===== src/rtl/i2c_rs_pkg.sv =====
package i2c_rs_pkg;
  typedef enum logic [2:0] {
    ST_IDLE,
    ST_SDA_REL,
    ST_SCL_REL,
    ST_HOLD,
    ST_SDA_DRV
  } rs_state_e;
endpackage


===== src/rtl/i2c_rs_sync.sv =====
module i2c_rs_sync #(
  parameter int unsigned W       = 2,
  parameter int unsigned STAGES  = 2,
  parameter logic        RST_VAL = 1'b1
) (
  input  logic         clk_i,
  input  logic         rst_ni,
  input  logic [W-1:0] d_i,
  output logic [W-1:0] q_o
);
  logic [W-1:0] stg_q [STAGES];

  always_ff @(posedge clk_i or negedge rst_ni) begin
    if (!rst_ni) begin
      for (int i = 0; i < STAGES; i++) stg_q[i] <= {W{RST_VAL}};
    end else begin
      stg_q[0] <= d_i;
      for (int i = 1; i < STAGES; i++) stg_q[i] <= stg_q[i-1];
    end
  end

  assign q_o = stg_q[STAGES-1];
endmodule


===== src/rtl/i2c_rs_brg.sv =====
module i2c_rs_brg #(
  parameter int unsigned CNT_W = 8
) (
  input  logic             clk_i,
  input  logic             rst_ni,
  input  logic             load_i,
  input  logic [CNT_W-1:0] val_i,
  output logic             zero_o
);
  logic [CNT_W-1:0] cnt_q;

  always_ff @(posedge clk_i or negedge rst_ni) begin
    if (!rst_ni)              cnt_q <= '0;
    else if (load_i)          cnt_q <= val_i;
    else if (cnt_q != '0)     cnt_q <= cnt_q - 1'b1;
  end

  assign zero_o = (cnt_q == '0);
endmodule


===== src/rtl/i2c_rs_flags.sv =====
module i2c_rs_flags (
  input  logic clk_i,
  input  logic rst_ni,
  input  logic set_done_i,
  input  logic set_coll_i,
  input  logic clr_done_i,
  input  logic clr_coll_i,
  output logic done_o,
  output logic coll_o
);
  // set beats clear in the same cycle
  always_ff @(posedge clk_i or negedge rst_ni) begin
    if (!rst_ni) begin
      done_o <= 1'b0;
      coll_o <= 1'b0;
    end else begin
      if (set_done_i)      done_o <= 1'b1;
      else if (clr_done_i) done_o <= 1'b0;
      if (set_coll_i)      coll_o <= 1'b1;
      else if (clr_coll_i) coll_o <= 1'b0;
    end
  end
endmodule


===== src/rtl/i2c_rs_fsm.sv =====
module i2c_rs_fsm
  import i2c_rs_pkg::*;
(
  input  logic clk_i,
  input  logic rst_ni,
  input  logic start_i,
  input  logic sda_s_i,
  input  logic scl_s_i,
  input  logic brg_zero_i,
  output logic brg_load_o,
  output logic sda_oe_o,
  output logic scl_oe_o,
  output logic busy_o,
  output logic set_done_o,
  output logic set_coll_o
);
  rs_state_e state_q, state_d;
  logic      own_q, own_d;    // bus held after a clean completion
  logic      seen_q, seen_d;  // synchronized SCL low observed in this sequence

  always_ff @(posedge clk_i or negedge rst_ni) begin
    if (!rst_ni) begin
      state_q <= ST_IDLE;
      own_q   <= 1'b0;
      seen_q  <= 1'b0;
    end else begin
      state_q <= state_d;
      own_q   <= own_d;
      seen_q  <= seen_d;
    end
  end

  always_comb begin
    state_d    = state_q;
    own_d      = own_q;
    seen_d     = seen_q;
    brg_load_o = 1'b0;
    set_done_o = 1'b0;
    set_coll_o = 1'b0;
    unique case (state_q)
      ST_IDLE: begin
        if (start_i) begin
          state_d    = ST_SDA_REL;
          brg_load_o = 1'b1;
          seen_d     = 1'b0;
        end
      end
      ST_SDA_REL: begin
        if (!scl_s_i) seen_d = 1'b1;
        if (brg_zero_i) state_d = ST_SCL_REL;
      end
      ST_SCL_REL: begin
        if (!scl_s_i) begin
          seen_d = 1'b1;
        end else if (seen_q) begin
          if (!sda_s_i) begin
            set_coll_o = 1'b1;
            own_d      = 1'b0;
            state_d    = ST_IDLE;
          end else begin
            brg_load_o = 1'b1;
            state_d    = ST_HOLD;
          end
        end
      end
      ST_HOLD: begin
        if (!scl_s_i) begin
          set_coll_o = 1'b1;
          own_d      = 1'b0;
          state_d    = ST_IDLE;
        end else if (brg_zero_i) begin
          brg_load_o = 1'b1;
          state_d    = ST_SDA_DRV;
        end
      end
      ST_SDA_DRV: begin
        if (brg_zero_i) begin
          set_done_o = 1'b1;
          own_d      = 1'b1;
          state_d    = ST_IDLE;
        end
      end
      default: state_d = ST_IDLE;
    endcase
  end

  always_comb begin
    unique case (state_q)
      ST_IDLE:    begin sda_oe_o = own_q; scl_oe_o = own_q; end
      ST_SDA_REL: begin sda_oe_o = 1'b0;  scl_oe_o = 1'b1;  end
      ST_SDA_DRV: begin sda_oe_o = 1'b1;  scl_oe_o = 1'b0;  end
      default:    begin sda_oe_o = 1'b0;  scl_oe_o = 1'b0;  end
    endcase
  end

  assign busy_o = (state_q != ST_IDLE);
endmodule


===== src/rtl/i2c_rstart_seq.sv =====
module i2c_rstart_seq #(
  parameter int unsigned CNT_W       = 8,
  parameter int unsigned SYNC_STAGES = 2
) (
  input  logic             clk_i,
  input  logic             rst_ni,
  input  logic             start_i,
  input  logic             clr_done_i,
  input  logic             clr_coll_i,
  input  logic [CNT_W-1:0] reload_i,
  input  logic             sda_i,
  input  logic             scl_i,
  output logic             sda_oe_o,
  output logic             scl_oe_o,
  output logic             busy_o,
  output logic             done_o,
  output logic             coll_o
);
  localparam int unsigned LINES = 2;

  logic [LINES-1:0] bus_s;
  logic             brg_load, brg_zero;
  logic             set_done, set_coll;

  i2c_rs_sync #(.W(LINES), .STAGES(SYNC_STAGES), .RST_VAL(1'b1)) u_sync (
    .clk_i  (clk_i),
    .rst_ni (rst_ni),
    .d_i    ({scl_i, sda_i}),
    .q_o    (bus_s)
  );

  i2c_rs_brg #(.CNT_W(CNT_W)) u_brg (
    .clk_i  (clk_i),
    .rst_ni (rst_ni),
    .load_i (brg_load),
    .val_i  (reload_i),
    .zero_o (brg_zero)
  );

  i2c_rs_fsm u_fsm (
    .clk_i      (clk_i),
    .rst_ni     (rst_ni),
    .start_i    (start_i),
    .sda_s_i    (bus_s[0]),
    .scl_s_i    (bus_s[1]),
    .brg_zero_i (brg_zero),
    .brg_load_o (brg_load),
    .sda_oe_o   (sda_oe_o),
    .scl_oe_o   (scl_oe_o),
    .busy_o     (busy_o),
    .set_done_o (set_done),
    .set_coll_o (set_coll)
  );

  i2c_rs_flags u_flags (
    .clk_i      (clk_i),
    .rst_ni     (rst_ni),
    .set_done_i (set_done),
    .set_coll_i (set_coll),
    .clr_done_i (clr_done_i),
    .clr_coll_i (clr_coll_i),
    .done_o     (done_o),
    .coll_o     (coll_o)
  );
endmodule


===== config.mk =====
export PLATFORM = sky130hd
export DESIGN_NAME = i2c_rstart_seq
export DESIGN_NICKNAME = d
export VERILOG_FILES = /design/src/rtl/i2c_rs_pkg.sv /design/src/rtl/i2c_rs_sync.sv /design/src/rtl/i2c_rs_brg.sv /design/src/rtl/i2c_rs_flags.sv /design/src/rtl/i2c_rs_fsm.sv /design/src/rtl/i2c_rstart_seq.sv
export SDC_FILE = /design/constraint.sdc
export NUM_CORES = 1
export LEC_CHECK = 0
export ABC_AREA = 1
export BUFFER_PORTS_ARGS = -buffer_cell sky130_fd_sc_hd__buf_2
export CORE_ASPECT_RATIO = 0.6
export CORE_MARGIN = 2
export CORE_UTILIZATION = 30
export CTS_CLUSTER_DIAMETER = 100
export DETAILED_ROUTE_END_ITERATION = 7
export REMOVE_ABC_BUFFERS = 1
export SLEW_MARGIN = 10
export SYNTH_ARGS = -nofsm -noshare
export SYNTH_HDL_FRONTEND = slang
export SYNTH_SLANG_ARGS = --single-unit
export TNS_END_PERCENT = 50

===== constraint.sdc =====
create_clock -name clk_i -period 3.4 [get_ports clk_i]
set_clock_uncertainty 0.05 [all_clocks]
set_input_delay 0.51 -clock clk_i [delete_from_list [all_inputs] [get_ports clk_i]]
set_output_delay 0.51 -clock clk_i [all_outputs]
set_load 0.005 [all_outputs]

# Word level (Yosys, flattened, before mapping)
# Cells that the tools add are included.
[totals]
regBits = 19
latch_bits = 0
mem_bits_rw = 0
romBits = 0
input_bits = 15
mem_count = 0
[classes]
addsub = 1
mul = 0
div_mod_pow = 0
magnitude_cmp = 0
n_eq_ne = 13
n_shift = 0
n_mux = 39
n_bitwise = 0
n_reduce_logical = 13
[ops]
columns = ["op", "n"]
rows = [
  ["1-bit 2-to-1 mux", 22],
  ["3-bit 2-to-1 mux", 7],
  ["8-bit 2-to-1 mux", 2],
  ["3-bit case mux with 5 select lines", 1],
  ["2-bit inequality test, second input constant", 7],
  ["6-bit AND reduction", 2],
  ["8-bit zero test", 1],
  ["1-bit case mux with 2 select lines", 4],
  ["2-bit nonzero test", 4],
  ["8-bit nonzero test", 1],
  ["8-bit by 1-bit subtractor with 8-bit output, second input constant", 1],
  ["3-bit by 2-bit equality test with 1-bit output, second input constant", 2],
  ["1-bit case mux with 3 select lines", 2],
  ["3-bit nonzero test", 2],
  ["3-bit by 1-bit equality test with 1-bit output, second input constant", 1],
  ["3-bit equality test, second input constant", 1],
  ["3-bit zero test", 1],
  ["3-bit inequality test, second input constant", 1],
  ["3-bit AND reduction", 1],
  ["2-bit 2-to-1 mux", 1],
  ["2-bit by 1-bit inequality test with 1-bit output, second input constant", 1],
  ["2-bit OR reduction", 1],
]

# Depth between registers and ports, before layout
[logic_depth]
depth_word = 5
ltp_mapped = 9
mapped_depth_nobuf = 9

# By module
# A second synthesis with hierarchy kept.
[unflattened]
hier_cells = 157
hier_area_um2 = 1138.6
[modules_own_cells]
columns = ["module", "instances", "cells_each", "area_each_um2", "seq_area_each_um2"]
rows = [
  ["i2c_rs_brg", 1, 71, 513.0, 200.2],
  ["i2c_rs_fsm", 1, 70, 425.4, 125.1],
  ["i2c_rs_sync", 1, 6, 120.1, 105.1],
  ["i2c_rs_flags", 1, 10, 80.1, 50.0],
]

# Worst setup path before layout
# OpenSTA, ideal clock, no wires.
[synth_path]
path_type = "reg-to-output"
start = "reg u_fsm.state_q[1]"
end = "out scl_oe_o"
arrival_ns = 0.904
slack_ns = 1.936
stages_incl_launch_ff = 4
path_buffers = 0
cell_sequence = "dfrtp_1 > nor2_1 > nand2_1 > o21ai_0"
[synth_via]
elab_chain_cells = 2
word_cells_on_any_way = 3
cone_classes = "eq/ne (1); mux (1); reduce/logical (1)"
[synth_rtl]
columns = ["element", "line_no", "text"]
rows = [
  ["start, declared", "i2c_rs_fsm.sv:17", "rs_state_e state_q, state_d;"],
  ["start signal, assigned", "i2c_rs_fsm.sv:27", "state_q <= state_d;"],
  ["3-bit by 1-bit equality test with 1-bit output or 3-bit zero test (tied branches)", "i2c_rs_fsm.sv:88", "unique case (state_q)"],
  ["1-bit case mux with 2 select lines (*)", "i2c_rs_fsm.sv:88", ""],
  ["end, declared", "i2c_rstart_seq.sv:14", "output logic scl_oe_o,"],
]
# Mark *: on every way between the ends. The rest lies on a longest branch, timed or not.

# Final worst setup path
[layout_path]
start = "reg u_fsm.state_q[1]"
end = "out sda_oe_o"
[layout_via]
elab_chain_cells = 2
word_cells_on_any_way = 3
cone_classes = "eq/ne (1); mux (1); reduce/logical (1)"
[layout_rtl]
columns = ["element", "line_no", "text"]
rows = [
  ["3-bit equality test or 3-bit zero test (tied branches)", "i2c_rs_fsm.sv:88", ""],
  ["1-bit case mux with 2 select lines (*)", "i2c_rs_fsm.sv:88", ""],
  ["end, declared", "i2c_rstart_seq.sv:13", "output logic sda_oe_o,"],
]
# Marked as above.

==> reports/results.txt <==
Total track usage -> 0.120
Post-CTS Setup Inserts -> 0
Gpl congestion -> 0.923
Crit path max fanout -> 6
Mapped Cells -> 139
CP Launch Type -> register
Asr flop ratio synth -> 1.00
Maxcap violations -> 0
Number of buffers created by CTS -> 3
Core area -> 3680 µm²
Dpl cell area -> 1290 µm²
Initial Util -> 0.313
Setup TNS -> 0 ns
Wirelength, routed -> 2190 µm
Post-DP HPWL -> 1710 µm
Worst-margin pin slew -> 0.412 ns
Arr. time, crit path -> 1.33 ns
Avg Cell Area, Syn -> 8.29 µm²
Die width -> 84.0 µm
Clock tree buffer depth -> 2
Share of layout cells above drive strength 1 -> 0.317
Overflow after GRT -> 0
Peak Freq -> 0.529 GHz
Initial DRC count -> 62
Fillers -> 385
Pwr Density -> 868 nW/µm²
TritonCTS clock tree -> built
Status -> finished, final reports clean
Pins over their slew limit -> 0
Relative slew slack -> 0.726
Fin crit share -> 0.556
FF/Latch Area -> 480 µm²
CTS sink count -> 19
Area of the multi-input gates -> 581 µm²
Setup slack after layout -> 1.51 ns
Distinct cell type count after synthesis -> 23
Ant. Diodes -> 0
IO Port Bufs -> 19
Initial antenna violation count -> 0
Crit end category -> primary output
Layout area overhead -> 15.9%
Reg clk slew, reported paths -> 0.07 ns
Die H -> 52.0 µm
Site row count -> 17
Cts hold-fix bufs -> 0
Hold Path Class -> in -> async
VDD IR max -> 0.317 mV
Critical path class -> reg -> out
Synthesized area -> 1150 µm²
Hold Violations, Final -> 0
Synthesis Warnings -> 0
Remaining antenna violation count -> 0
DR DRC count -> 0
Number of synthesized register bits -> 19
Dominant synthesized flop cell -> dfrtp_1
LEAKAGE -> 0.695 nW
Clock Latency Late Sink -> 0.26 ns
Post-CTS sizing -> 0
Final Setup Violations -> 0
RSZ-0062 raised after global routing -> false
Final #Nets -> 179
Seq/Total Area, Yosys -> 0.417
EDFF count, synth -> 0
CP required -> 2.84 ns
Detail-routed via count per cell -> 4.23
Htree depth -> 1
Reg2Reg Depth -> 9
Post-route cell area -> 1340 µm²
Full die area -> 4370 µm²
Clock root buffer -> clkbuf_8
R2r setup slk -> 1.71 ns
R2R Path Start -> u_brg.cnt_q[0]$_DFFE_PN0P_
Pre-CTS WS -> 1.70 ns
Drt wl/cell -> 10.5 µm
First-pass GRT wire length -> 4040 µm
Detailed Routing Iterations Pass 1 -> 4
Top Ports -> 20
Via count -> 879
# placed instances -> 204
Minimum clock period -> 1.89 ns
Largest net degree at the start of global routing -> 20
FF-to-FF End -> u_brg.cnt_q[1]$_DFFE_PN0P_
Finished Layout Cells -> 208
Vias in the first global route -> 873
metal layers:
metal	up-vias	wire length, µm	GRT usage	share of wire
met2	23	829	0.163	0.38
met4	0	7	0.0215	0.0032
li1	484	-	-	-
met5	-	0	0	0
met3	2	119	0.0381	0.054
met1	370	1240	0.184	0.56
metrics by stage:
stage / total power [mW] / hold WS [ns] / utilization
2_1_floorplan: 0.873 / 0.164 / -
3_3_place_gp: 1.00 / 0.297 / 0.350
3_5_place_dp: 1.01 / 0.297 / 0.350
4_1_cts: 1.18 / 0.138 / 0.363
5_1_grt: 1.31 / 0.156 / 0.363
6_report: 1.16 / 0.121 / 0.363
worst max-delay path, stage by stage (launching register included):
cell	delay [ns]
dfrtp_1	0.44
nor2_1	0.19
nand2_1	0.19
o21ai_0	0.12
buf_2	0.13
cell type report:
class                      count  share of cell area
inverter                      19              0.0534
sequential                    19               0.360
timing repair buffer          19              0.0712
multi-input combinational    100               0.435
clock buffer                   3              0.0309
tap                           47              0.0440
clock inverter                 1             0.00562
how the worst max path moves through the flow:
stage	start	endpoint	slack, ns
CTS	u_fsm.state_q[1]$_DFFE_PN0P_	sda_oe_o	1.53
global placement	u_brg.cnt_q[0]$_DFFE_PN0P_	u_brg.cnt_q[1]$_DFFE_PN0P_	1.72
detailed placement	u_brg.cnt_q[0]$_DFFE_PN0P_	u_brg.cnt_q[1]$_DFFE_PN0P_	1.70
global route	u_fsm.state_q[1]$_DFFE_PN0P_	sda_oe_o	1.35
floorplan	u_brg.cnt_q[0]$_DFFE_PN0P_	u_brg.cnt_q[1]$_DFFE_PN0P_	1.88
finish	u_fsm.state_q[1]$_DFFE_PN0P_	sda_oe_o	1.51
registers in the layout, summed over array words and instances (netlist names):
register and count:
u_sync.stg_q 2, u_fsm.own_q 1, u_fsm.seen_q 1, u_flags.coll_o 1
u_sync.q_o 2, u_fsm.state_q 3, u_flags.done_o 1, u_brg.cnt_q 8
kinds of logic (layout without fill, tap and decap cells):
family,count (synthesis),after routing,synth area share
and+or+nand+nor,75,75,0.350
buffers and inverters,20,42,0.0793
AOI/OAI and AO/OA,19,19,0.102
DFF,19,19,0.417
xor gates and xnor gates,4,4,0.0304
adders and majority gates,2,2,0.0217
power by group:
| part | switching, mW | internal, mW | total, mW |
|---|---|---|---|
| combinational | 0.370 | 0.239 | 0.608 |
| sequential | 0.0756 | 0.313 | 0.389 |
| clock | 0.0791 | 0.0827 | 0.162 |
| total | 0.525 | 0.635 | 1.16 |
Yosys cell counts, drive strengths merged (2+ instances only):
cell type,count,share of area
nand2,44,0.19
inv,19,0.062
nor2,16,0.085
dfrtp,15,0.33
o21ai,12,0.068
nand3,10,0.043
a21oi,5,0.022
dfstp,4,0.091
xor2,4,0.030
nand4,3,0.016
ha,2,0.022
layout by cell type, fill, tap and decap left out, types with 5 or more instances in the layout:
| master | count |
|---|---|
| buf_2 | 19 |
| o21ai_2 | 5 |
| nor2_1 | 9 |
| o21ai_0 | 5 |
| nand3_1 | 10 |
| nand2_4 | 7 |
| nand2_1 | 35 |
| a21oi_1 | 5 |
| dfrtp_1 | 15 |
| inv_1 | 17 |
(Power assumes the default switching activity.)
